`config.mk`:
```
export PLATFORM = sky130hd
export DESIGN_NAME = adc_sar_sequencer
export DESIGN_NICKNAME = d
export VERILOG_FILES = /design/src/rtl/adc_seq_pkg.sv /design/src/rtl/adc_prescaler.sv /design/src/rtl/adc_sar_reg.sv /design/src/rtl/adc_phase_ctrl.sv /design/src/rtl/adc_sar_sequencer.sv
export SDC_FILE = /design/constraint.sdc
export NUM_CORES = 1
export LEC_CHECK = 0
export ABC_CLOCK_PERIOD_IN_PS = 3500
export BUFFER_PORTS_ARGS = -buffer_cell sky130_fd_sc_hd__buf_2
export CELL_PAD_IN_SITES_DETAIL_PLACEMENT = 1
export CELL_PAD_IN_SITES_GLOBAL_PLACEMENT = 2
export CORE_ASPECT_RATIO = 1.25
export CORE_MARGIN = 3
export CORE_UTILIZATION = 34
export CTS_CLUSTER_DIAMETER = 80
export DETAILED_ROUTE_END_ITERATION = 6
export PLACE_DENSITY = 0.78
export SLEW_MARGIN = 25
export SYNTH_ARGS = -nofsm -noshare
export SYNTH_HDL_FRONTEND = slang
export SYNTH_SLANG_ARGS = --single-unit
export TNS_END_PERCENT = 10
```
`constraint.sdc`:
```
create_clock -name clk -period 3.5 [get_ports clk]
set_input_delay 0.175 -clock clk [delete_from_list [all_inputs] [get_ports clk]]
set_output_delay 0.175 -clock clk [all_outputs]
set_load 0.05 [all_outputs]
```
`src/rtl/adc_seq_pkg.sv`:
```
package adc_seq_pkg;

    localparam int RES_W         = 12;
    localparam int DIV_W         = 3;
    localparam int SAMPLE_TICKS  = 4;
    localparam int SETTLE_TICKS  = 16;

    typedef enum logic [2:0] {
        ST_OFF,
        ST_SETTLE,
        ST_IDLE,
        ST_SAMPLE,
        ST_CONVERT
    } seq_state_e;

    // per-cycle commands from the phase controller to the SAR register
    typedef struct packed {
        logic abort;
        logic load;
        logic step;
    } sar_cmd_t;

    function automatic int unsigned period_cycles(input int unsigned code);
        return 32'd1 << code;
    endfunction

endpackage

```
`src/rtl/adc_prescaler.sv`:
```
module adc_prescaler
    import adc_seq_pkg::*;
#(
    parameter int DW = DIV_W
) (
    input  logic          clk,
    input  logic          rst,
    input  logic          run,
    input  logic          reload,
    input  logic [DW-1:0] div_sel,
    output logic          tick
);
    localparam int CW = (1 << DW) - 1;

    logic [CW-1:0] cnt;
    logic [DW-1:0] act_div;
    logic [CW-1:0] limit;

    always_comb begin
        limit = CW'(period_cycles(32'(act_div)) - 32'd1);
        tick  = run && (cnt == limit);
    end

    always_ff @(posedge clk) begin
        if (rst || !run) begin
            cnt     <= '0;
            act_div <= '0;
        end else if (reload) begin
            cnt     <= '0;
            act_div <= div_sel;
        end else if (tick) begin
            cnt     <= '0;
        end else begin
            cnt     <= cnt + 1'b1;
        end
    end


    tick_gap_chk: assert property (@(posedge clk) disable iff (rst)
        (tick && !reload && act_div != '0) |=> !tick);

endmodule

```
`src/rtl/adc_sar_reg.sv`:
```
module adc_sar_reg
    import adc_seq_pkg::*;
#(
    parameter int W = RES_W
) (
    input  logic         clk,
    input  logic         rst,
    input  sar_cmd_t     cmd,
    input  logic         cmp_in,
    output logic [W-1:0] trial,
    output logic         last,
    output logic [W-1:0] result,
    output logic         done
);
    localparam logic [W-1:0] TOP_BIT = {1'b1, {(W-1){1'b0}}};

    logic [W-1:0] mask;
    logic [W-1:0] resolved;

    always_comb begin
        resolved = cmp_in ? trial : (trial & ~mask);
        last     = mask[0];
    end

    always_ff @(posedge clk) begin
        if (rst) begin
            trial  <= '0;
            mask   <= '0;
            result <= '0;
            done   <= 1'b0;
        end else if (cmd.abort) begin
            trial  <= '0;
            mask   <= '0;
            done   <= 1'b0;
        end else begin
            done <= 1'b0;
            if (cmd.load) begin
                trial <= TOP_BIT;
                mask  <= TOP_BIT;
            end else if (cmd.step) begin
                if (mask[0]) begin
                    result <= resolved;
                    done   <= 1'b1;
                    trial  <= '0;
                    mask   <= '0;
                end else begin
                    trial <= resolved | (mask >> 1);
                    mask  <= mask >> 1;
                end
            end
        end
    end


    mask_onehot_chk: assert property (@(posedge clk) disable iff (rst)
        $onehot0(mask));


    done_pulse_chk: assert property (@(posedge clk) disable iff (rst)
        done |=> !done);


    result_hold_chk: assert property (@(posedge clk) disable iff (rst)
        !done |-> $stable(result));

endmodule

```
`src/rtl/adc_phase_ctrl.sv`:
```
module adc_phase_ctrl
    import adc_seq_pkg::*;
(
    input  logic       clk,
    input  logic       rst,
    input  logic       enable,
    input  logic       start,
    input  logic       tick,
    input  logic       last,
    output logic       reload,
    output sar_cmd_t   cmd,
    output logic       busy,
    output logic       sh_sample
);
    localparam int PH_W = $clog2(SETTLE_TICKS);
    localparam logic [PH_W-1:0] SETTLE_END = PH_W'(SETTLE_TICKS - 1);
    localparam logic [PH_W-1:0] SAMPLE_END = PH_W'(SAMPLE_TICKS - 1);

    seq_state_e      state;
    logic [PH_W-1:0] ph;
    logic            pend;
    logic            settle_end;
    logic            launch;

    always_comb begin
        settle_end = (state == ST_SETTLE) && tick && (ph == SETTLE_END);
        launch     = ((state == ST_IDLE) && start) || (settle_end && (pend || start));
        reload     = ((state == ST_OFF) && enable) || launch;
        cmd.abort  = !enable;
        cmd.load   = (state == ST_SAMPLE) && tick && (ph == SAMPLE_END);
        cmd.step   = (state == ST_CONVERT) && tick;
        busy       = (state == ST_SAMPLE) || (state == ST_CONVERT);
        sh_sample  = (state == ST_SAMPLE);
    end

    always_ff @(posedge clk) begin
        if (rst || !enable) begin
            state <= ST_OFF;
            ph    <= '0;
            pend  <= 1'b0;
        end else begin
            unique case (state)
                ST_OFF: begin
                    state <= ST_SETTLE;
                    ph    <= '0;
                    pend  <= 1'b0;
                end
                ST_SETTLE: begin
                    if (start) pend <= 1'b1;
                    if (settle_end) begin
                        ph    <= '0;
                        pend  <= 1'b0;
                        state <= launch ? ST_SAMPLE : ST_IDLE;
                    end else if (tick) begin
                        ph <= ph + 1'b1;
                    end
                end
                ST_IDLE: begin
                    if (launch) begin
                        state <= ST_SAMPLE;
                        ph    <= '0;
                    end
                end
                ST_SAMPLE: begin
                    if (cmd.load) begin
                        state <= ST_CONVERT;
                        ph    <= '0;
                    end else if (tick) begin
                        ph <= ph + 1'b1;
                    end
                end
                ST_CONVERT: begin
                    if (tick && last) state <= ST_IDLE;
                end
                default: state <= ST_OFF;
            endcase
        end
    end


    abort_off_chk: assert property (@(posedge clk) disable iff (rst)
        !enable |=> (state == ST_OFF) && !busy);


    busy_start_chk: assert property (@(posedge clk) disable iff (rst)
        (state == ST_SAMPLE && enable && start && !tick) |=> (state == ST_SAMPLE));


    settle_hold_chk: assert property (@(posedge clk) disable iff (rst)
        (state == ST_SETTLE && !tick) |=> (state != ST_SAMPLE));


    sample_len_chk: assert property (@(posedge clk) disable iff (rst)
        (state == ST_SAMPLE) |-> (ph <= SAMPLE_END));

endmodule

```
`src/rtl/adc_sar_sequencer.sv`:
```
module adc_sar_sequencer
    import adc_seq_pkg::*;
(
    input  logic             clk,
    input  logic             rst,
    input  logic [DIV_W-1:0] cfg_div_sel,
    input  logic             cfg_enable,
    input  logic             cfg_start,
    input  logic             cmp_in,
    output logic             sh_sample,
    output logic [RES_W-1:0] dac_code,
    output logic             busy,
    output logic [RES_W-1:0] result,
    output logic             done
);
    logic     tick;
    logic     reload;
    logic     last;
    sar_cmd_t cmd;

    adc_prescaler #(.DW(DIV_W)) u_presc (
        .clk     (clk),
        .rst     (rst),
        .run     (cfg_enable),
        .reload  (reload),
        .div_sel (cfg_div_sel),
        .tick    (tick)
    );

    adc_phase_ctrl u_ctrl (
        .clk       (clk),
        .rst       (rst),
        .enable    (cfg_enable),
        .start     (cfg_start),
        .tick      (tick),
        .last      (last),
        .reload    (reload),
        .cmd       (cmd),
        .busy      (busy),
        .sh_sample (sh_sample)
    );

    adc_sar_reg #(.W(RES_W)) u_sar (
        .clk    (clk),
        .rst    (rst),
        .cmd    (cmd),
        .cmp_in (cmp_in),
        .trial  (dac_code),
        .last   (last),
        .result (result),
        .done   (done)
    );


    dac_idle_chk: assert property (@(posedge clk) disable iff (rst)
        (!busy || sh_sample) |-> (dac_code == '0));


    done_busy_chk: assert property (@(posedge clk) disable iff (rst)
        done |-> (!busy && $past(busy)));

endmodule

```
; Word level (Yosys, flattened, before mapping)
; Index checks and enable logic that the tools add are counted.
; W data, S select, Z words.
[classes]
shift = 1
mul = 0
reduce_logical = 28
bitwise = 6
eq_ne = 12
magnitude_cmp = 0
n_div = 0
n_mux = 22
add_sub_neg = 3
[ops]
columns = op, count
row1 = $mux W12, 6
row2 = $mux W4, 4
row3 = $pmux W4 S4, 1
row4 = $pmux W3 S5, 1
row5 = $and A12 B12 Y12, 1
row6 = $mux W3, 4
row7 = $not A12 Y12, 1
row8 = $or A12 B11 Y12, 1
row9 = $mux W11, 1
row10 = $logic_and A1 B1 Y1, 10
row11 = $reduce_and A4 Y1, 2
row12 = $add A7 B1 Y7 const B, 1
row13 = $eq A7 B7 Y1, 1
row14 = $shl A1 B3 Y7 const A, 1
row15 = $sub A7 B1 Y7 const B, 1
row16 = $eq A3 B2 Y1 const B, 2
row17 = $ne A2 B1 Y1 const B, 3
row18 = $reduce_or A3 Y1, 2
row19 = $logic_or A1 B1 Y1, 5
row20 = $add A4 B1 Y4 const B, 1
row21 = $eq A4 B2 Y1 const B, 1
row22 = $eq A4 B4 Y1 const B, 1
row23 = $mux W1, 4
row24 = $reduce_and A2 Y1, 2
row25 = other kinds (12), 15
[word_totals]
mem_bits_ro = 0
regBits = 55
elab_cells = 83
input_bits = 8
output_inout_bits = 27
latch_bits = 0
ramBits = 0
mem_count = 0

; Longest topological paths before layout
[logic_depth]
ltp_word = 11
mapped_depth = 14
ltp_nobuf = 10

; Cells and area by module
; From an unflattened synthesis, not the netlist that was laid out.
[unflattened]
cells_unflattened = 317
hier_area_um2 = 2671.3
[by_module_without_submodules]
columns = mod, area_per_inst_um2, instances, seq_area_each_um2, cells_each
row1 = adc_sar_reg, 1427.6, 1, 740.7, 171
row2 = adc_prescaler, 723.2, 1, 200.2, 80
row3 = adc_phase_ctrl, 520.5, 1, 160.2, 66

; Worst setup path after synthesis
; Ideal clock, no wire load.
[synth_path]
kind = reg-to-reg
start = reg u_presc.act_div[1]
end = reg u_sar.trial[2]
path_slack_ns = 0.820
setup_ns = 0.123
synth_period_minus_slack_ns = 2.680
arrival_time_ns = 2.557
required_time_ns = 3.377
path_buffers = 3
path_stages_with_launch = 14
path_cell_list = dfxtp_1 -> buf_2 -> nor2_1 -> nand2_1 -> ha_1 -> clkbuf_1 -> or4_4 -> o211ai_2 -> a22o_2 -> a21boi_2 -> or4_4 -> nand2_4 -> buf_6 -> a21oi_1
[synth_via]
elab_chain_len = 7
word_cells_on_any_way = 8
classes_between = add/sub: 1 / eq/ne: 1 / shift: 1 / reduce/logical: 5
[synth_lines]
columns = item, line_no
row1 = "start, declared", adc_prescaler.sv:16  ; logic [DW-1:0] act_div;
row2 = "start signal, assigned", adc_prescaler.sv:30  ; act_div <= div_sel;
row3 = $shl A1 B3 Y7 (*), adc_seq_pkg.sv:24  ; return 32'd1 << code;
row4 = $sub A7 B1 Y7 (*), adc_prescaler.sv:20  ; limit = CW'(period_cycles(32'(act_div)) - 32'd1);
row5 = $eq A7 B7 Y1 (*), adc_prescaler.sv:21  ; tick = run && (cnt == limit);
row6 = $logic_and A1 B1 Y1 (*), adc_prescaler.sv:21
row7 = $logic_and A1 B1 Y1 (2 in a row), adc_phase_ctrl.sv:30  ; cmd.load = (state == ST_SAMPLE) && tick && (ph == SAMPLE_END);
row8 = $reduce_or A3 Y1 (no line), --
row9 = "end signal, assigned", adc_sar_reg.sv:47  ; trial <= resolved | (mask >> 1);
row10 = "end, declared", adc_sar_reg.sv:10  ; output logic [W-1:0] trial,
; Every way passes the cells marked *; elsewhere a longest branch is shown, timed or not.
; A chain may end at the register's enable or synchronous reset.

; Worst setup path after layout
[layout_path]
start = reg u_presc.act_div[1]
end = reg u_sar.mask[7]
[layout_via]
elab_chain_len = 7
word_cells_on_any_way = 8
classes_between = add/sub: 1 / eq/ne: 1 / shift: 1 / reduce/logical: 5
[layout_lines]
columns = item, line_no
row1 = $shl A1 B3 Y7 (*), adc_seq_pkg.sv:24
row2 = $sub A7 B1 Y7 (*), adc_prescaler.sv:20
row3 = $eq A7 B7 Y1 (*), adc_prescaler.sv:21
row4 = $logic_and A1 B1 Y1 (*), adc_prescaler.sv:21
row5 = $logic_and A1 B1 Y1 (2 in a row), adc_phase_ctrl.sv:30
row6 = $reduce_or A3 Y1 (no line), --
row7 = "end signal, assigned", adc_sar_reg.sv:48  ; mask <= mask >> 1;
row8 = "end, declared", adc_sar_reg.sv:17  ; logic [W-1:0] mask;
; Marks and branches as above.

==> metrics <==
Critical Path, Cell by Cell=nor2_1 > nand2_1 > ha_1 > xnor2_1 > mux2i_1 > a21oi_1 > nand3_1 > nor2_1 > buf_4 > nand3_1 > a21oi_1; met2 WL=3570 um; pwr dens=371 nW/um^2; Worst path slowest cell=dfxtp_1; Worst Reg-to-Reg Cells=11; CP max stage delay=0.57 ns; WL final=7010 um; placeable core region=7490 um^2; most common cell after layout, fill and taps aside=dfxtp_1; Hold Vio Cnt, Final=0; Initial DRC Count=112; root buffer cell=clkbuf_8; clock-pin slew on the worst setup and hold paths=0.12 ns; met3 routed WL=198 um; placer congestion estimate=0.748; CTS tree=yes; Syn Area/Cell=8.23 um^2; initial antenna violation count=0; Worst Hold Endpoint=u_presc.act_div[0]; hold_buf cts=0; Mapped Area=2650 um^2; die width=84.9 um; status=finished clean; largest net degree at the start of global routing=26; commonest cells after routing, fill and taps aside=dfxtp_1, a21oi_1, buf_2; register bit total from synthesis=55; Buf/Inv on CP=1; met1 WL=3180 um; hold wc startpoint=cfg_div_sel[0]; via count=2393; share of flip-flops with an asynchronous set or reset=0%; Initial DRT Pass Iterations=4; cell leakage power=0.00104 uW; grt ovf=0; CTS Buf Count=5; number of diodes=0; total negative setup slack=0 ns; Slew Limit Fails=0; Setup CP Type=reg2reg; Reg-to-Reg End=u_sar.mask[7]; Startpoint Class=register; fin nets=360; EDFF count, synth=0; FP Rows=35; post-cts sizing count=0; layout cells sized above 1=18.0%; initial core utilization=35.4%; flop2flop setup slack=0.50 ns; Crit path max-delay family=simple AND/OR/NAND/NOR gates; MaxCap Viol Count=0; highest routed layer=met4; Peak Freq=333 MHz; post-synthesis xor/xnor area fraction=3.97%; Synth top area share=41.6%; synth warn=0; Compound-Gate Fraction of Synth Area=20.5%; largest family of logic cells by synthesized area=simple AND/OR/NAND/NOR gates; Cells after Synth=322; Finished Core Util=39.7%; depth of the CTS H-tree=2; distinct cell type count of the synthesized netlist=45; Hold Path Stages=3; sequential area share after synthesis=41.6%; drc violations=0; critical path endpoint category=register; clock tree buffer depth=2; mux cell area share after synthesis=2.27%; top cells by area, synth=dfxtp_1, a21oi_1, nand3_1, nor2_1, nand2b_1; Die H=105 um; area grow syn2layout=12.4%; DPL Wire Length=5080 um; first-pass GRT wire length=12100 um; fin crit period=3.00 ns; simple-gate share of the synthesized area=25.2%; critical path arrival=3.24 ns; Peak VDD IR=0.203 mV; WL per Instance=15.9 um; crit path max fanout=12; Hold Path Class=in2reg; filler cell count=936; Worst Tran Pin Value=0.697 ns; GRT Total Usage=16.5%; Synth Area in Adders=1.42%; total setup buffers inserted after CTS=0; Synthesized Nets=333; most common flop cell mapped by yosys=dfxtp_1; # setup viols final=0; DRT antenna net count=0; worst-case clock skew=0.0173 ns; Hold Worst Slack=0.0832 ns; die footprint=8890 um^2; number of port buffers=34; post-synth top area cell=dfxtp_1; clk sink count=55; vias in the first global route=2461; reg-to-reg startpoint=u_presc.act_div[1]; vias per inst=5.41; RSZ-0062 raised after global routing=no; critical path data required time=3.74 ns; Clock Latency Late Sink=0.32 ns; Ports=35; fin crit share=85.7%; slew margin rel.=53.5%
==> registers in the layout, summed over array words and instances, names as in the netlist <==
name,flops
u_presc.cnt,7
u_ctrl.pend,1
u_ctrl.ph,4
u_sar.trial,12
u_ctrl.state,3
u_presc.act_div,3
u_sar.result,12
u_sar.done,1
u_sar.mask,12
==> power breakdown <==
part | internal (uW) | switching [uW] | leakage, uW
sequential | 629 | 5.22 | 0.000443
clock | 147 | 235 | 0.0000452
combinational | 31.6 | 56.8 | 0.000556
==> through the flow <==
step | setup WS (ns) | power, uW | instance area, um^2 | instances
floorplan | 0.820 | 714 | 2650 | 322
global placement | 0.624 | 737 | 2880 | 434
detailed placement | 0.491 | 737 | 2880 | 434
CTS | 0.462 | 1120 | 2980 | 442
global route | 0.0779 | 1150 | 2980 | 442
finish | 0.500 | 1100 | 2980 | 442
==> final cells by class <==
type / count / area (um^2) / area share [%]
sequential: 55 / 1100 / 37.0
timing repair buffer: 42 / 230 / 7.73
multi-input combinational: 239 / 1410 / 47.5
clock buffer: 5 / 68.8 / 2.31
inverter: 6 / 22.5 / 0.757
tap: 92 / 115 / 3.87
clock inverter: 3 / 25.0 / 0.841
==> cells in the mapped netlist, types with 3 or more instances <==
cell type / number
nand3_1: 29
nand2_1: 23
nor3_1: 4
nand2b_1: 16
xnor2_1: 8
inv_1: 6
nor2b_1: 3
o21ai_0: 17
dfxtp_1: 55
o31ai_1: 11
ha_1: 3
xor2_1: 4
clkbuf_1: 12
mux2i_1: 6
buf_2: 5
nor2_1: 27
a21oi_1: 54
==> per-layer routing <==
| metal | track usage, % | up-vias |
|---|---|---|
| met1 | 20.1 | 1163 |
| met4 | 3.85 | 0 |
| li1 | - | 1190 |
| met3 | 3.00 | 5 |
| met5 | 0 | - |
| met2 | 29.6 | 35 |
==> worst max-delay path by stage <==
stage | from | endpoint | depth (start not counted)
final | u_presc.act_div[1] | u_sar.mask[7] | 11
after floorplan | u_presc.act_div[1] | u_sar.trial[2] | 13
after detailed placement | u_presc.act_div[1] | u_sar.result[4] | 11
after global routing | u_presc.act_div[1] | u_sar.mask[7] | 11
after global placement | u_presc.act_div[1] | u_sar.result[4] | 12
after CTS | u_presc.act_div[1] | u_sar.mask[7] | 11
==> kinds of logic after synthesis <==
logic type / count (synthesis)
buf+inv: 28
simple gates: 124
compound gates: 94
flops: 55
mux: 6
fa+ha+maj: 3
xor+xnor: 12
==> worst min-delay path, cell delays in order <==
cell	delay (ns)
buf_2	0.07
mux2i_1	0.05
nor2_1	0.08
(Power assumes the default switching activity.)
